## config.mk

```make
export PLATFORM = sky130hd
export DESIGN_NAME = spi_seq_top
export DESIGN_NICKNAME = d
export VERILOG_FILES = /design/src/rtl/spi_seq_pkg.sv /design/src/rtl/spi_seq_dp.sv /design/src/rtl/spi_seq_ctrl.sv /design/src/rtl/spi_seq_top.sv
export SDC_FILE = /design/constraint.sdc
export NUM_CORES = 1
export LEC_CHECK = 0
export ABC_CLOCK_PERIOD_IN_PS = 3330
export BUFFER_PORTS_ARGS = -buffer_cell sky130_fd_sc_hd__buf_2
export CORE_ASPECT_RATIO = 0.8
export CORE_MARGIN = 5
export CORE_UTILIZATION = 55
export DETAILED_ROUTE_END_ITERATION = 10
export PLACE_DENSITY = 0.75
export SLEW_MARGIN = 5
export SYNTH_ARGS = -nofsm -noshare
export SYNTH_HDL_FRONTEND = slang
export SYNTH_HIERARCHICAL = 1
export SYNTH_SLANG_ARGS = --single-unit
```

## constraint.sdc

```tcl
create_clock -name clk -period 3.33 [get_ports clk]
set_input_delay 0.4995 -clock clk [delete_from_list [all_inputs] [get_ports clk]]
set_output_delay 0.4995 -clock clk [all_outputs]
set_load 0.1 [all_outputs]
```

## src/rtl/spi_seq_pkg.sv

```systemverilog
package spi_seq_pkg;
  localparam int WORD_W = 64;
  localparam int DIV_W  = 12;

  localparam logic [2:0] ADDR_CNT  = 3'd0;
  localparam logic [2:0] ADDR_CLK  = 3'd1;
  localparam logic [2:0] ADDR_TX   = 3'd2;
  localparam logic [2:0] ADDR_RX   = 3'd3;
  localparam logic [2:0] ADDR_SEQ  = 3'd4;
  localparam logic [2:0] ADDR_STAT = 3'd5;

  localparam logic [3:0] GRP_STOP = 4'h0;
  localparam logic [3:0] GRP_SEL  = 4'h1;
  localparam logic [3:0] GRP_OUT  = 4'h3;
  localparam logic [3:0] GRP_IN   = 4'h4;
  localparam logic [3:0] GRP_BRA  = 4'hE;

  typedef enum logic [1:0] {
    ST_IDLE,
    ST_EXEC,
    ST_SHIFT,
    ST_RXWAIT
  } seqState_t;

  // Strobes from the sequencer control to the datapath
  typedef struct packed {
    logic       consumeTx;
    logic       startShift;
    logic       shiftIn;
    logic [3:0] nBytes;
    logic       commitRx;
  } seqCmd_t;
endpackage

```

## src/rtl/spi_seq_dp.sv

```systemverilog
module spi_seq_dp
  import spi_seq_pkg::*;
(
  input  logic              clk,
  input  logic              rstN,
  input  logic              regWr,
  input  logic              regRd,
  input  logic [2:0]        regAddr,
  input  logic [WORD_W-1:0] regWrData,
  output logic [WORD_W-1:0] regRdData,
  input  seqCmd_t           cmd,
  input  logic              seqIdle,
  output logic              txFull,
  output logic              rxFull,
  output logic              txOvr,
  output logic              shiftDone,
  output logic              seqWr,
  output logic              softRst,
  output logic [WORD_W-1:0] seqWord,
  output logic [7:0]        loopInit,
  input  logic              miso,
  output logic              sck,
  output logic              mosi
);
  localparam int BITS_W = $clog2(WORD_W) + 1;

  logic [WORD_W-1:0] cntCfg, clkCfg, txData, rxData, seqReg;
  logic              rxUnd, armed;
  logic              wrCnt, wrClk, wrTx, wrSeq, rdRx;
  logic [DIV_W-1:0]  divVal, divCnt;
  logic              noDelay;

  logic              shActive, shIn, sckQ, samplePend;
  logic [BITS_W-1:0] shBits;
  logic [WORD_W-1:0] shReg, rxShift;
  logic              tick;

  assign wrCnt = regWr && (regAddr == ADDR_CNT);
  assign wrClk = regWr && (regAddr == ADDR_CLK);
  assign wrTx  = regWr && (regAddr == ADDR_TX);
  assign wrSeq = regWr && (regAddr == ADDR_SEQ);
  assign rdRx  = regRd && (regAddr == ADDR_RX);

  assign softRst  = wrClk && armed && regWrData[37] && regWrData[39];
  assign seqWr    = wrSeq && seqIdle;
  assign seqWord  = seqReg;
  assign loopInit = cntCfg[39:32];
  assign divVal   = clkCfg[63:52];
  assign noDelay  = clkCfg[51];

  // Configuration and program storage
  always_ff @(posedge clk or negedge rstN) begin
    if (!rstN) begin
      cntCfg <= '0;
      clkCfg <= '0;
      seqReg <= '0;
      armed  <= 1'b0;
    end else begin
      if (wrCnt) cntCfg <= regWrData;
      if (wrClk) begin
        clkCfg <= regWrData;
        armed  <= regWrData[36] && regWrData[38];
      end
      if (seqWr) seqReg <= regWrData;
    end
  end

  // Transmit holding register
  always_ff @(posedge clk or negedge rstN) begin
    if (!rstN) begin
      txData <= '0;
      txFull <= 1'b0;
      txOvr  <= 1'b0;
    end else if (softRst) begin
      txFull <= 1'b0;
      txOvr  <= 1'b0;
    end else begin
      if (cmd.consumeTx) txFull <= 1'b0;
      if (wrTx) begin
        if (txFull) begin
          txOvr <= 1'b1;
        end else begin
          txData <= regWrData;
          txFull <= 1'b1;
        end
      end
    end
  end

  // Receive holding register
  always_ff @(posedge clk or negedge rstN) begin
    if (!rstN) begin
      rxData <= '0;
      rxFull <= 1'b0;
      rxUnd  <= 1'b0;
    end else if (softRst) begin
      rxFull <= 1'b0;
      rxUnd  <= 1'b0;
    end else begin
      if (rdRx) begin
        if (rxFull) rxFull <= 1'b0;
        else        rxUnd  <= 1'b1;
      end
      if (cmd.commitRx) begin
        rxData <= rxShift;
        rxFull <= 1'b1;
      end
    end
  end

  // Shift engine, SPI mode 0
  assign tick      = shActive && (divCnt == divVal);
  assign shiftDone = tick && sckQ && (shBits == BITS_W'(1));

  always_ff @(posedge clk or negedge rstN) begin
    if (!rstN) begin
      shActive   <= 1'b0;
      shIn       <= 1'b0;
      sckQ       <= 1'b0;
      samplePend <= 1'b0;
      shBits     <= '0;
      shReg      <= '0;
      rxShift    <= '0;
      divCnt     <= '0;
    end else if (softRst) begin
      shActive   <= 1'b0;
      sckQ       <= 1'b0;
      samplePend <= 1'b0;
      divCnt     <= '0;
    end else begin
      if (samplePend) begin
        rxShift    <= {rxShift[WORD_W-2:0], miso};
        samplePend <= 1'b0;
      end
      if (cmd.startShift) begin
        shActive <= 1'b1;
        shIn     <= cmd.shiftIn;
        shBits   <= BITS_W'({cmd.nBytes, 3'b000});
        shReg    <= cmd.shiftIn ? '0 : txData;
        rxShift  <= '0;
        divCnt   <= '0;
        sckQ     <= 1'b0;
      end else if (shActive) begin
        if (tick) begin
          divCnt <= '0;
          sckQ   <= !sckQ;
          if (!sckQ) begin
            if (shIn) begin
              if (noDelay) rxShift    <= {rxShift[WORD_W-2:0], miso};
              else         samplePend <= 1'b1;
            end
          end else begin
            shReg  <= {shReg[WORD_W-2:0], 1'b0};
            shBits <= shBits - BITS_W'(1);
            if (shBits == BITS_W'(1)) shActive <= 1'b0;
          end
        end else begin
          divCnt <= divCnt + DIV_W'(1);
        end
      end
    end
  end

  assign sck  = sckQ;
  assign mosi = shActive && !shIn && shReg[WORD_W-1];

  // Register read mux
  always_comb begin
    unique case (regAddr)
      ADDR_CNT:  regRdData = cntCfg;
      ADDR_CLK:  regRdData = clkCfg;
      ADDR_TX:   regRdData = txData;
      ADDR_RX:   regRdData = rxData;
      ADDR_SEQ:  regRdData = seqReg;
      ADDR_STAT: regRdData = {rxFull, 1'b0, rxUnd, 1'b0, txFull, txOvr, 1'b0, 1'b0,
                              6'b0, !seqIdle, seqIdle, 48'b0};
      default:   regRdData = '0;
    endcase
  end
endmodule

```

## src/rtl/spi_seq_ctrl.sv

```systemverilog
module spi_seq_ctrl
  import spi_seq_pkg::*;
#(
  parameter int CS_COUNT = 4
) (
  input  logic                clk,
  input  logic                rstN,
  input  logic                softRst,
  input  logic                seqWr,
  input  logic [WORD_W-1:0]   seqWord,
  input  logic [7:0]          loopInit,
  input  logic                txFull,
  input  logic                rxFull,
  input  logic                shiftDone,
  output seqCmd_t             cmd,
  output logic                seqIdle,
  output logic [CS_COUNT-1:0] csN
);
  seqState_t           state, stateN;
  logic [2:0]          pc, pcN, advPc;
  seqState_t           advState;
  logic [7:0]          loopCnt, loopN;
  logic                inDir, inDirN;
  logic [CS_COUNT-1:0] csReg, csNext, csDecode;
  logic [5:0]          opBase;
  logic [7:0]          op;
  logic [3:0]          nb;

  assign opBase = {3'd7 - pc, 3'b000};
  assign op     = seqWord[opBase +: 8];
  assign nb     = ((op[3:0] == 4'd0) || (op[3:0] > 4'd8)) ? 4'd8 : op[3:0];

  // One decoder per select line
  for (genvar g = 0; g < CS_COUNT; g++) begin : g_csDec
    assign csDecode[g] = !(op[3:0] == 4'(g + 1));
  end

  // Next index, or idle after the last slot
  always_comb begin
    if (pc == 3'd7) begin
      advState = ST_IDLE;
      advPc    = 3'd0;
    end else begin
      advState = ST_EXEC;
      advPc    = pc + 3'd1;
    end
  end

  always_comb begin
    stateN = state;
    pcN    = pc;
    loopN  = loopCnt;
    inDirN = inDir;
    csNext = csReg;
    cmd    = '0;
    unique case (state)
      ST_IDLE: begin
        if (seqWr) begin
          stateN = ST_EXEC;
          pcN    = 3'd0;
          loopN  = loopInit;
        end
      end
      ST_EXEC: begin
        unique case (op[7:4])
          GRP_STOP: begin
            if (op[3:0] == 4'd0) begin
              stateN = ST_IDLE;
            end else begin
              stateN = advState;
              pcN    = advPc;
            end
          end
          GRP_SEL: begin
            csNext = csDecode;
            stateN = advState;
            pcN    = advPc;
          end
          GRP_OUT: begin
            if (txFull) begin
              cmd.consumeTx  = 1'b1;
              cmd.startShift = 1'b1;
              cmd.nBytes     = nb;
              inDirN         = 1'b0;
              stateN         = ST_SHIFT;
            end
          end
          GRP_IN: begin
            cmd.startShift = 1'b1;
            cmd.shiftIn    = 1'b1;
            cmd.nBytes     = nb;
            inDirN         = 1'b1;
            stateN         = ST_SHIFT;
          end
          GRP_BRA: begin
            if (loopCnt != 8'd0) begin
              loopN = loopCnt - 8'd1;
              pcN   = op[2:0];
            end else begin
              stateN = advState;
              pcN    = advPc;
            end
          end
          default: begin
            stateN = advState;
            pcN    = advPc;
          end
        endcase
      end
      ST_SHIFT: begin
        if (shiftDone) begin
          if (inDir) begin
            stateN = ST_RXWAIT;
          end else begin
            stateN = advState;
            pcN    = advPc;
          end
        end
      end
      ST_RXWAIT: begin
        if (!rxFull) begin
          cmd.commitRx = 1'b1;
          stateN       = advState;
          pcN          = advPc;
        end
      end
      default: stateN = ST_IDLE;
    endcase
  end

  always_ff @(posedge clk or negedge rstN) begin
    if (!rstN) begin
      state   <= ST_IDLE;
      pc      <= 3'd0;
      loopCnt <= 8'd0;
      inDir   <= 1'b0;
      csReg   <= '1;
    end else if (softRst) begin
      state   <= ST_IDLE;
      pc      <= 3'd0;
      loopCnt <= 8'd0;
      inDir   <= 1'b0;
      csReg   <= '1;
    end else begin
      state   <= stateN;
      pc      <= pcN;
      loopCnt <= loopN;
      inDir   <= inDirN;
      csReg   <= csNext;
    end
  end

  assign seqIdle = (state == ST_IDLE);
  assign csN     = csReg;
endmodule

```

## src/rtl/spi_seq_top.sv

```systemverilog
module spi_seq_top
  import spi_seq_pkg::*;
#(
  parameter int CS_COUNT = 4
) (
  input  logic                clk,
  input  logic                rstN,
  input  logic                regWr,
  input  logic                regRd,
  input  logic [2:0]          regAddr,
  input  logic [63:0]         regWrData,
  output logic [63:0]         regRdData,
  output logic                sck,
  output logic                mosi,
  input  logic                miso,
  output logic [CS_COUNT-1:0] csN
);
  seqCmd_t     cmd;
  logic        seqIdle, txFull, rxFull, txOvr, shiftDone, seqWr, softRst;
  logic [63:0] seqWord;
  logic [7:0]  loopInit;

  spi_seq_dp u_dp (
    .clk       (clk),
    .rstN      (rstN),
    .regWr     (regWr),
    .regRd     (regRd),
    .regAddr   (regAddr),
    .regWrData (regWrData),
    .regRdData (regRdData),
    .cmd       (cmd),
    .seqIdle   (seqIdle),
    .txFull    (txFull),
    .rxFull    (rxFull),
    .txOvr     (txOvr),
    .shiftDone (shiftDone),
    .seqWr     (seqWr),
    .softRst   (softRst),
    .seqWord   (seqWord),
    .loopInit  (loopInit),
    .miso      (miso),
    .sck       (sck),
    .mosi      (mosi)
  );

  spi_seq_ctrl #(.CS_COUNT(CS_COUNT)) u_ctrl (
    .clk       (clk),
    .rstN      (rstN),
    .softRst   (softRst),
    .seqWr     (seqWr),
    .seqWord   (seqWord),
    .loopInit  (loopInit),
    .txFull    (txFull),
    .rxFull    (rxFull),
    .shiftDone (shiftDone),
    .cmd       (cmd),
    .seqIdle   (seqIdle),
    .csN       (csN)
  );
endmodule

```

**Word-level counts from Yosys, hierarchy flattened**

Cells that the tools add are included.

- Register bits after elaboration: 494
- Latch bits: 0
- Word-level logic and storage cells: 211
- ROM bits: 0
- Bits in writable memories: 0
- Bits of input ports: 72
- Memories: 0
- Output and inout bits: 70

- $lt $le $gt $ge: 1
- $mul: 0
- Equality and inequality tests: 31
- Multiplexer cells: 94
- Divide/modulo/power cells: 0
- Reduce and logical (&&, ||, !) cells: 54
- Bitwise logic cells: 2
- Add/sub/neg operators: 5
- Shift operators: 1

Operators with widths:

| kind | count |
|---|---|
| $mux 64 | 12 |
| $pmux 64 s6 | 1 |
| $shiftx 64x7->8 | 1 |
| $mux 12 | 4 |
| $mux 1 | 39 |
| $mux 7 | 5 |
| $mux 8 | 4 |
| $mux 3 | 8 |
| $ne 3x3->1 const B | 7 |
| $mux 4 | 5 |
| $mux 2 | 8 |
| $pmux 2 s4 | 2 |
| $pmux 8 s2 | 1 |
| $reduce_bool 2->1 | 8 |
| $logic_and 1x1->1 | 15 |
| $reduce_bool 3->1 | 5 |
| $add 12x1->12 const B | 1 |
| $eq 12x12->1 | 1 |
| $eq 4x2->1 const B | 3 |
| $ne 4x4->1 const B | 3 |
| $pmux 3 s4 | 1 |
| $reduce_and 2->1 | 6 |
| $eq 3x3->1 const B | 3 |
| $pmux 3 s3 | 1 |
| other kinds (29) | 44 |

**Depth between registers and ports, before layout**

Gate-level depths: netlist of the first run.

- Word-level depth: 12
- Mapped depth: 12
- Mapped depth without buffers: 11

**Hierarchy**

Netlist of the first run, hierarchy kept.

Modules (own cells, without submodules):

| module | cells each | seq. area each (um2) | area an instance (um2) | instances |
|---|---|---|---|---|
| spi_seq_dp | 1725 | 11911.4 | 21525.6 | 1 |
| spi_seq_ctrl | 209 | 455.4 | 2008.2 | 1 |

**Worst setup path after synthesis of the first run**

Ideal clock, no wire load.

- Path kind: input to output
- From: in regAddr[0]
- To: out regRdData[49]
- Setup slack: -0.836 ns
- Path buffers: 3
- Arrival: 3.667 ns
- Required time: 2.830 ns
- Stages on the path: 5
- Cell sequence: buf_2 buf_1 clkbuf_1 a22oi_1 o21ai_0

- Cells in the longest elaborated chain, start to end: 2
- Elaborated cells on any way between the ends: 7
- Those cells by class: 5 x eq/ne; 1 x mux; 1 x reduce/logical

RTL lines:

| what | line | source |
|---|---|---|
| start, declared | spi_seq_top.sv:10 | `input logic [2:0] regAddr,` |
| $eq 3x3->1 (tied with other cells) | spi_seq_dp.sv:169 | `unique case (regAddr)` |
| $pmux 64 s6 * | spi_seq_dp.sv:169 |  |
| end, declared | spi_seq_top.sv:12 | `output logic [63:0] regRdData,` |

Mark *: on every way between the ends. The rest lies on a longest branch, timed or not.

==> impl_metrics.tcl, run 1 <==
set metrics [dict create \
    ys.flop_type "dfrtp_1" \
    grt_pass1_vias 17450 \
    path_clk_slew_ps 60 \
    reg2regPathDepth 11 \
    cp_num_cells 11 \
    postCtsSetupRepairBufs 0 \
    wl_per_cell_um 25.94 \
    yosysMostFrequentCell "dfrtp_1" \
    path_class "flip-flop to flip-flop" \
    antenna_found_initial 4 \
    drt_first_pass_iters 6 \
    syn_nets 2013 \
    clock-root-buffer "clkbuf_16" \
    max-cap-violations 0 \
    drtIter0Drc 1963 \
    die_w_um 241.3 \
    cp-start-kind "flip-flop" \
    wl_mm 68.44 \
    worstPathArrival_ps 3640 \
    r2r_setup_slack_ps 150 \
    crit_buf_inv 3 \
    cp_max_fo 28 \
    drive_gt1_share_pct 34.60 \
    synth_cells 1934 \
    fp.dieH_um 195.0 \
    fin_tns_setup_ps 0 \
    cts_buffers 49 \
    min_path_cells 2 \
    fmax_ghz 0.3147 \
    gp_congestion 0.9497 \
    drcViolationCount 0 \
    crit_family "multiplexers" \
    vias 17220 \
    num_io_pins 142 \
    io_buffer_count 141 \
    leakagePower_uw 0.01234 \
    final_nets 2125 \
    finalCriticalPeriod_ps 3177 \
    synth_edf_count 0 \
    holdWs_ps 168.1 \
    synthTopCellsByArea "dfrtp_1 52%, mux2_2 15%, mux4_2 4.2%" \
    instances_no_fill 2638 \
    slew_violations 0 \
    rsz0062_at_grt "false" \
    r2r_end "u_dp/rxShift[42]$_DFFE_PN0P_" \
    area_delta_synth_final_pct 18.13 \
    synth_area_per_cell_sq_um 12.17 \
    dp_hpwl_mm 45.54 \
    final-setup-viol-count 0 \
    grt_max_degree 121 \
    worstPathCellList "buf_12 -> mux4_1 -> mux2_2 -> nor4_4 -> a22oi_2 -> nor2_4 -> clkinv_1 -> nand2_2 -> a21oi_4 -> buf_4 -> a22o_1" \
    core-area_sq_um 42080 \
    die-area_sq_um 47050 \
    ir_drop_v 0.0006238 \
    hold_viol 0 \
    synth_seq_area_share_pct 52.55 \
    grt_overflow 0 \
    dp_cells 2546 \
    track_usage_pct 29.08 \
    synth_top_area_share_pct 52.10 \
    initial_core_util_pct 55.92 \
    worst_pin_slew_ps 805.5 \
    hold_path.startpoint "miso" \
    netlist_area_sq_um 23530 \
    synth.ff_latch_count 494 \
    fin_skew_ps 23.13 \
    max_stage_delay_ps 560 \
    drtAntennaViolNets 0 \
    post-route-period-util_pct 95.42 \
    ys_top_cells_by_count "490 x dfrtp_1, 323 x mux2_2, 142 x nor2_1" \
    slew_headroom_pct 46.30 \
    clock_sinks 494 \
    yosysWarnings 6 \
    critPathRequiredTime_ps 3800 \
    min_to "u_dp/rxShift[0]$_DFFE_PN0P_" \
    routed_via_density 6.526 \
    endpoint_kind "flip-flop" \
    slowest_stage "mux4_1" \
    power.total_uw 23920 \
    status "finished clean" \
    hp-class "input pin to flip-flop" \
    grt_pass1_wl_mm 107.0 \
    ys_async_sr_fraction_pct 100.0 \
    htreeDepth 2 \
    synth_cell_types 75 \
    power_density_nw_per_um2 860.4 \
    rows 67 \
    clock_path_buffers 3 \
    worstReg2RegStart "u_ctrl/pc[0]$_DFFE_PN0P_" \
    insertion_delay_ps 580 \
    synth_area_leader_cell "dfrtp_1" \
    cts_tree "done" \
]
==> cells by family (layout without fill, tap and decap cells) <==
family / Yosys count / in the layout / synth area share, %
AOI/OAI and AO/OA: 440 / 440 / 12.47
xor gates and xnor gates: 16 / 16 / 0.5955
adders and majority gates: 7 / 7 / 0.3721
buffers and inverters: 212 / 362 / 3.929
DFF: 494 / 494 / 52.55
muxes: 442 / 442 / 23.75
other: 0 / 2 / 0
and+or+nand+nor: 323 / 323 / 6.327
==> final cells by class <==
type	count	area, sq um
multi-input cells	1228	10500
well taps	552	690.7
repair buffers	210	2382
flip-flops and latches	494	12370
inverters	63	237.7
fillers	3116	14280
clock buffers	77	1493
clock inverters	12	127.6
diodes	2	5.005
==> where the power goes <==
group	leakage, uW	switching (uW)	internal (uW)
combinational	0.00525	5110	3870
clock	0.000794	2390	3170
sequential	0.00629	1750	7630
total	0.0123	9250	14700
==> how the worst max path moves through the flow <==
stage,start,end,slack (ps)
global route,u_ctrl/pc[0]$_DFFE_PN0P_,u_dp/rxShift[57]$_DFFE_PN0P_,7
CTS,u_ctrl/pc[0]$_DFFE_PN0P_,u_dp/rxShift[59]$_DFFE_PN0P_,20
detailed placement,u_ctrl/pc[0]$_DFFE_PN0P_,u_dp/rxShift[38]$_DFFE_PN0P_,40
global placement,u_ctrl/pc[0]$_DFFE_PN0P_,u_dp/rxShift[37]$_DFFE_PN0P_,110
floorplan,regAddr[0],regRdData[42],-180
finish,u_ctrl/pc[0]$_DFFE_PN0P_,u_dp/rxShift[42]$_DFFE_PN0P_,150
==> per-stage QoR <==
stage / util [%] / setup WS, ps / cell area [sq um]
2_1_floorplan: - / -182.6 / 23690
3_5_place_dp: 62.12 / 41.51 / 26140
6_report: 66.06 / 152.6 / 27800
5_1_grt: 66.06 / 6.702 / 27800
4_1_cts: 66.00 / 17.41 / 27770
3_3_place_gp: 62.12 / 106.6 / 26140
==> routing by layer <==
| layer | track usage [%] | up-vias | share of wire (%) |
|---|---|---|---|
| li1 | - | 7379 | - |
| met4 | 7.165 | 2 | 2.5 |
| met3 | 6.700 | 108 | 8.8 |
| met5 | 0 | - | 0.019 |
| met1 | 44.12 | 8921 | 43 |
| met2 | 42.98 | 805 | 45 |
==> repair_timing <==
item | in CTS | in global routing
setup endpoints to repair | 0 | 139
gates resized for setup | 0 | 5
hold buffers | 1 | 0
hold endpoints to repair | 29 | 0
==> cell usage in the layout (no fill, tap or decap), types with 5 or more instances in the layout <==
cell and n:
o21ai_1 38, a21oi_1 105, a31oi_1 7, nor4_1 5, a32oi_1 5, o21ai_0 21
clkinv_2 6, buf_4 52, clkbuf_8 14, ha_1 7, o22ai_2 22, a22oi_1 70
buf_2 77, and2_1 5, xnor2_1 9, clkbuf_1 13, a22o_1 63, nand3_1 16
mux2i_1 58, nor2_1 138, nand2b_1 9, o31ai_1 6, mux4_2 44, mux4_1 11
inv_1 60, xor2_1 7, mux2_2 323, dfrtp_1 489, nand2_1 83, o22ai_1 67
nor2b_1 10, nor3_1 11, buf_12 79, clkbuf_16 50, nand4_1 8
==> registers in the layout, summed over array words and instances (netlist names), 2 cells and up <==
signal,cells
u_dp/divCnt,12
u_dp/shReg,64
u_ctrl/csN,4
u_dp/clkCfg,64
u_dp/cntCfg,64
u_ctrl/state,2
u_dp/rxData,64
u_ctrl/loopCnt,8
u_dp/rxShift,64
u_dp/shBits,7
u_dp/txData,64
u_ctrl/pc,3
u_dp/seqWord,64
(Power assumes the default switching activity.)
==> run 2, diff against run 1 <==
ABC_AREA = 1   (was not set)
==> run 2 against run 1 <==
  * Synthesized area up 0.65%
  * Combinational power down 3.1%
  * Sequential power shrank 7.2%
  * Clock skew grew 2.6 ps
  * Largest cell class unchanged
  * Highest routed layer unchanged
==> impl_metrics.tcl, run 2 <==
set metrics [dict create \
    fmax_ghz 0.3219 \
    area_delta_synth_final_pct 16.84 \
    drtIter0Drc 2382 \
    wl_met3_mm 6.801 \
    instances_no_fill 3711 \
    r2r_end "u_dp/shReg[25]$_DFFE_PN0P_" \
    path_class "flip-flop to flip-flop" \
    final-setup-viol-count 0 \
    ys.flop_type "dfrtp_1" \
    routed_via_density 5.845 \
    synth_area_leader_cell "dfrtp_1" \
    finalCriticalPeriod_ps 3106 \
    holdWs_ps 138.3 \
    hold_path.startpoint "miso" \
    synth_seq_area_share_pct 52.21 \
    final_nets 3193 \
    min_path_cells 3 \
    cp-start-kind "flip-flop" \
    final_common_cell "nand2_1" \
    max-cap-violations 0 \
    post-route-period-util_pct 93.28 \
    core-area_sq_um 42880 \
    track_usage_pct 31.54 \
    die-area_sq_um 47340 \
    rsz0062_at_grt "false" \
    r2r_setup_slack_ps 220 \
    dp_hpwl_mm 51.85 \
    worst_pin_slew_ps 900.0 \
    worstPathArrival_ps 3630 \
    synth.ff_latch_count 494 \
    crit_buf_inv 5 \
    gp_congestion 0.9317 \
    synth_area_per_cell_sq_um 7.817 \
    vias 21690 \
    slew_headroom_pct 39.68 \
    wl_met2_mm 33.89 \
    cp_max_fo 34 \
    synth_cell_types 47 \
    max_stage_delay_ps 410 \
    clock_path_buffers 3 \
    rows 68 \
    drt_first_pass_iters 6 \
    synth_top_area_share_pct 51.77 \
    initial_core_util_pct 55.24 \
    synth_edf_count 0 \
    maxUsedRoutingLayer "met5" \
    drtAntennaViolNets 0 \
    crit_family "simple AND/OR/NAND/NOR gates" \
    endpoint_kind "flip-flop" \
    status "finished clean" \
    clock-root-buffer "clkbuf_16" \
    fillers 3624 \
    dp_slack_ps 292.0 \
    grt_pass1_vias 21260 \
    slew_violations 0 \
    grt_overflow 0 \
    worstReg2RegStart "u_ctrl/pc[0]$_DFFE_PN0P_" \
    wl_per_cell_um 20.24 \
    drcViolationCount 0 \
    netlist_area_sq_um 23690 \
    slowest_stage "dfrtp_1" \
    grt_pass1_wl_mm 120.2 \
    cts_tree "done" \
    final_cell_mix "1163 x nand2_1, 490 x dfrtp_1, 260 x inv_1" \
    hp-class "input pin to flip-flop" \
    yosysMostFrequentCell "nand2_1" \
    grt_max_degree 129 \
    clock_sinks 494 \
    diodes 0 \
    reg2regPathDepth 17 \
    path_clk_slew_ps 70 \
    worstPathCellList "inv_1 -> buf_4 -> nand2_1 -> nand3_1 -> nand3_1 -> nand2_2 -> nand2_2 -> nor2_4 -> nand2_1 -> nor3b_4 -> buf_4 -> o21ai_1 -> inv_2 -> nand2_2 -> buf_4 -> nand2_1 -> nand2_1" \
    met1_length_mm 32.10 \
    syn_nets 3109 \
    yosysWarnings 6 \
    critPathMostFrequentCell "nand2_1" \
    ys_async_sr_fraction_pct 100.0 \
    io_buffer_count 141 \
    min_to "u_dp/rxShift[0]$_DFFE_PN0P_" \
    critPathRequiredTime_ps 3850 \
    power.total_uw 23170 \
    ir_drop_v 0.0004493 \
    wl_mm 75.11 \
    antenna_found_initial 1 \
    postCtsSetupRepairBufs 0 \
    worst_slack_ps 223.8 \
    synthTopCellsByArea "dfrtp_1 52%, nand2_1 18%, o21ai_0 5.4%" \
    fp.dieH_um 195.6 \
    cts_buffers 50 \
    fin_skew_ps 25.72 \
    ys_top_cells_by_count "1167 x nand2_1, 490 x dfrtp_1, 266 x inv_1" \
    insertion_delay_ps 600 \
    leakagePower_uw 0.01404 \
    synth_cells 3030 \
    num_io_pins 142 \
    drive_gt1_share_pct 11.11 \
    fin_tns_setup_ps 0 \
    dp_cells 3621 \
    htreeDepth 2 \
    die_w_um 242.0 \
    power_density_nw_per_um2 837.3 \
    hold_viol 0 \
]
## run 2: cell count changes after synthesis, moves of 51 or more
cell       delta
a21oi_1      -86
a22o_1       -60
inv_1       +205
mux2_2      -323
mux2i_1      -59
nand2_1    +1081
nand3_1     +182
o2111ai_1    +51
o21ai_0     +196
o21ai_1     +124
o22ai_1      -88
## run 2: timing repair
action                                  CTS  global route
hold buffers                              1             0
gates resized for setup                   0             3
endpoints found under the hold margin    57             0
endpoints found under the setup margin    0             7
## run 2: worst max path at each step
stage / end / slack, ps / from / cells past startpoint
after global placement: u_dp/shReg[27]$_DFFE_PN0P_ / 320 / u_ctrl/pc[1]$_DFFE_PN0P_ / 16
final: u_dp/shReg[25]$_DFFE_PN0P_ / 220 / u_ctrl/pc[0]$_DFFE_PN0P_ / 17
after CTS: u_dp/rxShift[26]$_DFFE_PN0P_ / 260 / u_ctrl/pc[0]$_DFFE_PN0P_ / 15
after floorplan: regRdData[30] / -50 / regAddr[1] / 6
after global routing: u_dp/shReg[63]$_DFFE_PN0P_ / 6 / u_ctrl/pc[0]$_DFFE_PN0P_ / 16
after detailed placement: u_dp/rxShift[26]$_DFFE_PN0P_ / 290 / u_ctrl/pc[0]$_DFFE_PN0P_ / 15
## run 2: layer usage
metal	GRT usage (%)	vias to the layer above
met5	0	-
met4	9.846	2
met3	5.802	161
met2	49.16	1110
met1	45.46	10490
li1	-	9929
## run 2: worst register-to-register path, cell delays in order (launching register included)
cell and delay, ps:
dfrtp_1 410, inv_1 210, buf_4 270, nand2_1 70, nand3_1 120, nand3_1 140, nand2_2 110, nand2_2 80
nor2_4 180, nand2_1 100, nor3b_4 160, buf_4 220, o21ai_1 190, inv_2 50, nand2_2 90, buf_4 360
nand2_1 160, nand2_1 100
## run 2: cell families (layout without fill, tap and decap cells)
group                    Yosys count  after routing  synth area share (%)
AO/OA/AOI/OAI                    535            535                 13.13
XOR/XNOR                           9              9                0.3328
adder cells (fa/ha/maj)            7              7                0.3697
buffers and inverters            464            585                 8.008
flip-flops                       494            494                 52.21
AND/OR/NAND/NOR                 1521           1521                 25.95
## run 2: cell type report
cell class / instances / area, sq um / share of cell area [%]
flip-flops and latches: 494 / 12370 / 44.69
well taps: 560 / 700.7 / 2.532
clock buffers: 75 / 1519 / 5.489
repair buffers: 215 / 2419 / 8.739
multi-input cells: 2072 / 9460 / 34.18
clock inverters: 14 / 150.1 / 0.5425
inverters: 281 / 1060 / 3.829
## run 2: stage by stage
stage | utilization [%] | cell area (sq um)
3_3_place_gp | 60.59 | 25980
6_report | 64.54 | 27680
2_1_floorplan | - | 23690
3_5_place_dp | 60.59 | 25980
5_1_grt | 64.54 | 27680
4_1_cts | 64.51 | 27660
## run 2: where the power goes
| group | total (uW) | switching, uW | internal, uW |
|---|---|---|---|
| clock | 5770 | 2400 | 3370 |
| combinational | 8700 | 6040 | 2650 |
| sequential | 8700 | 1140 | 7560 |
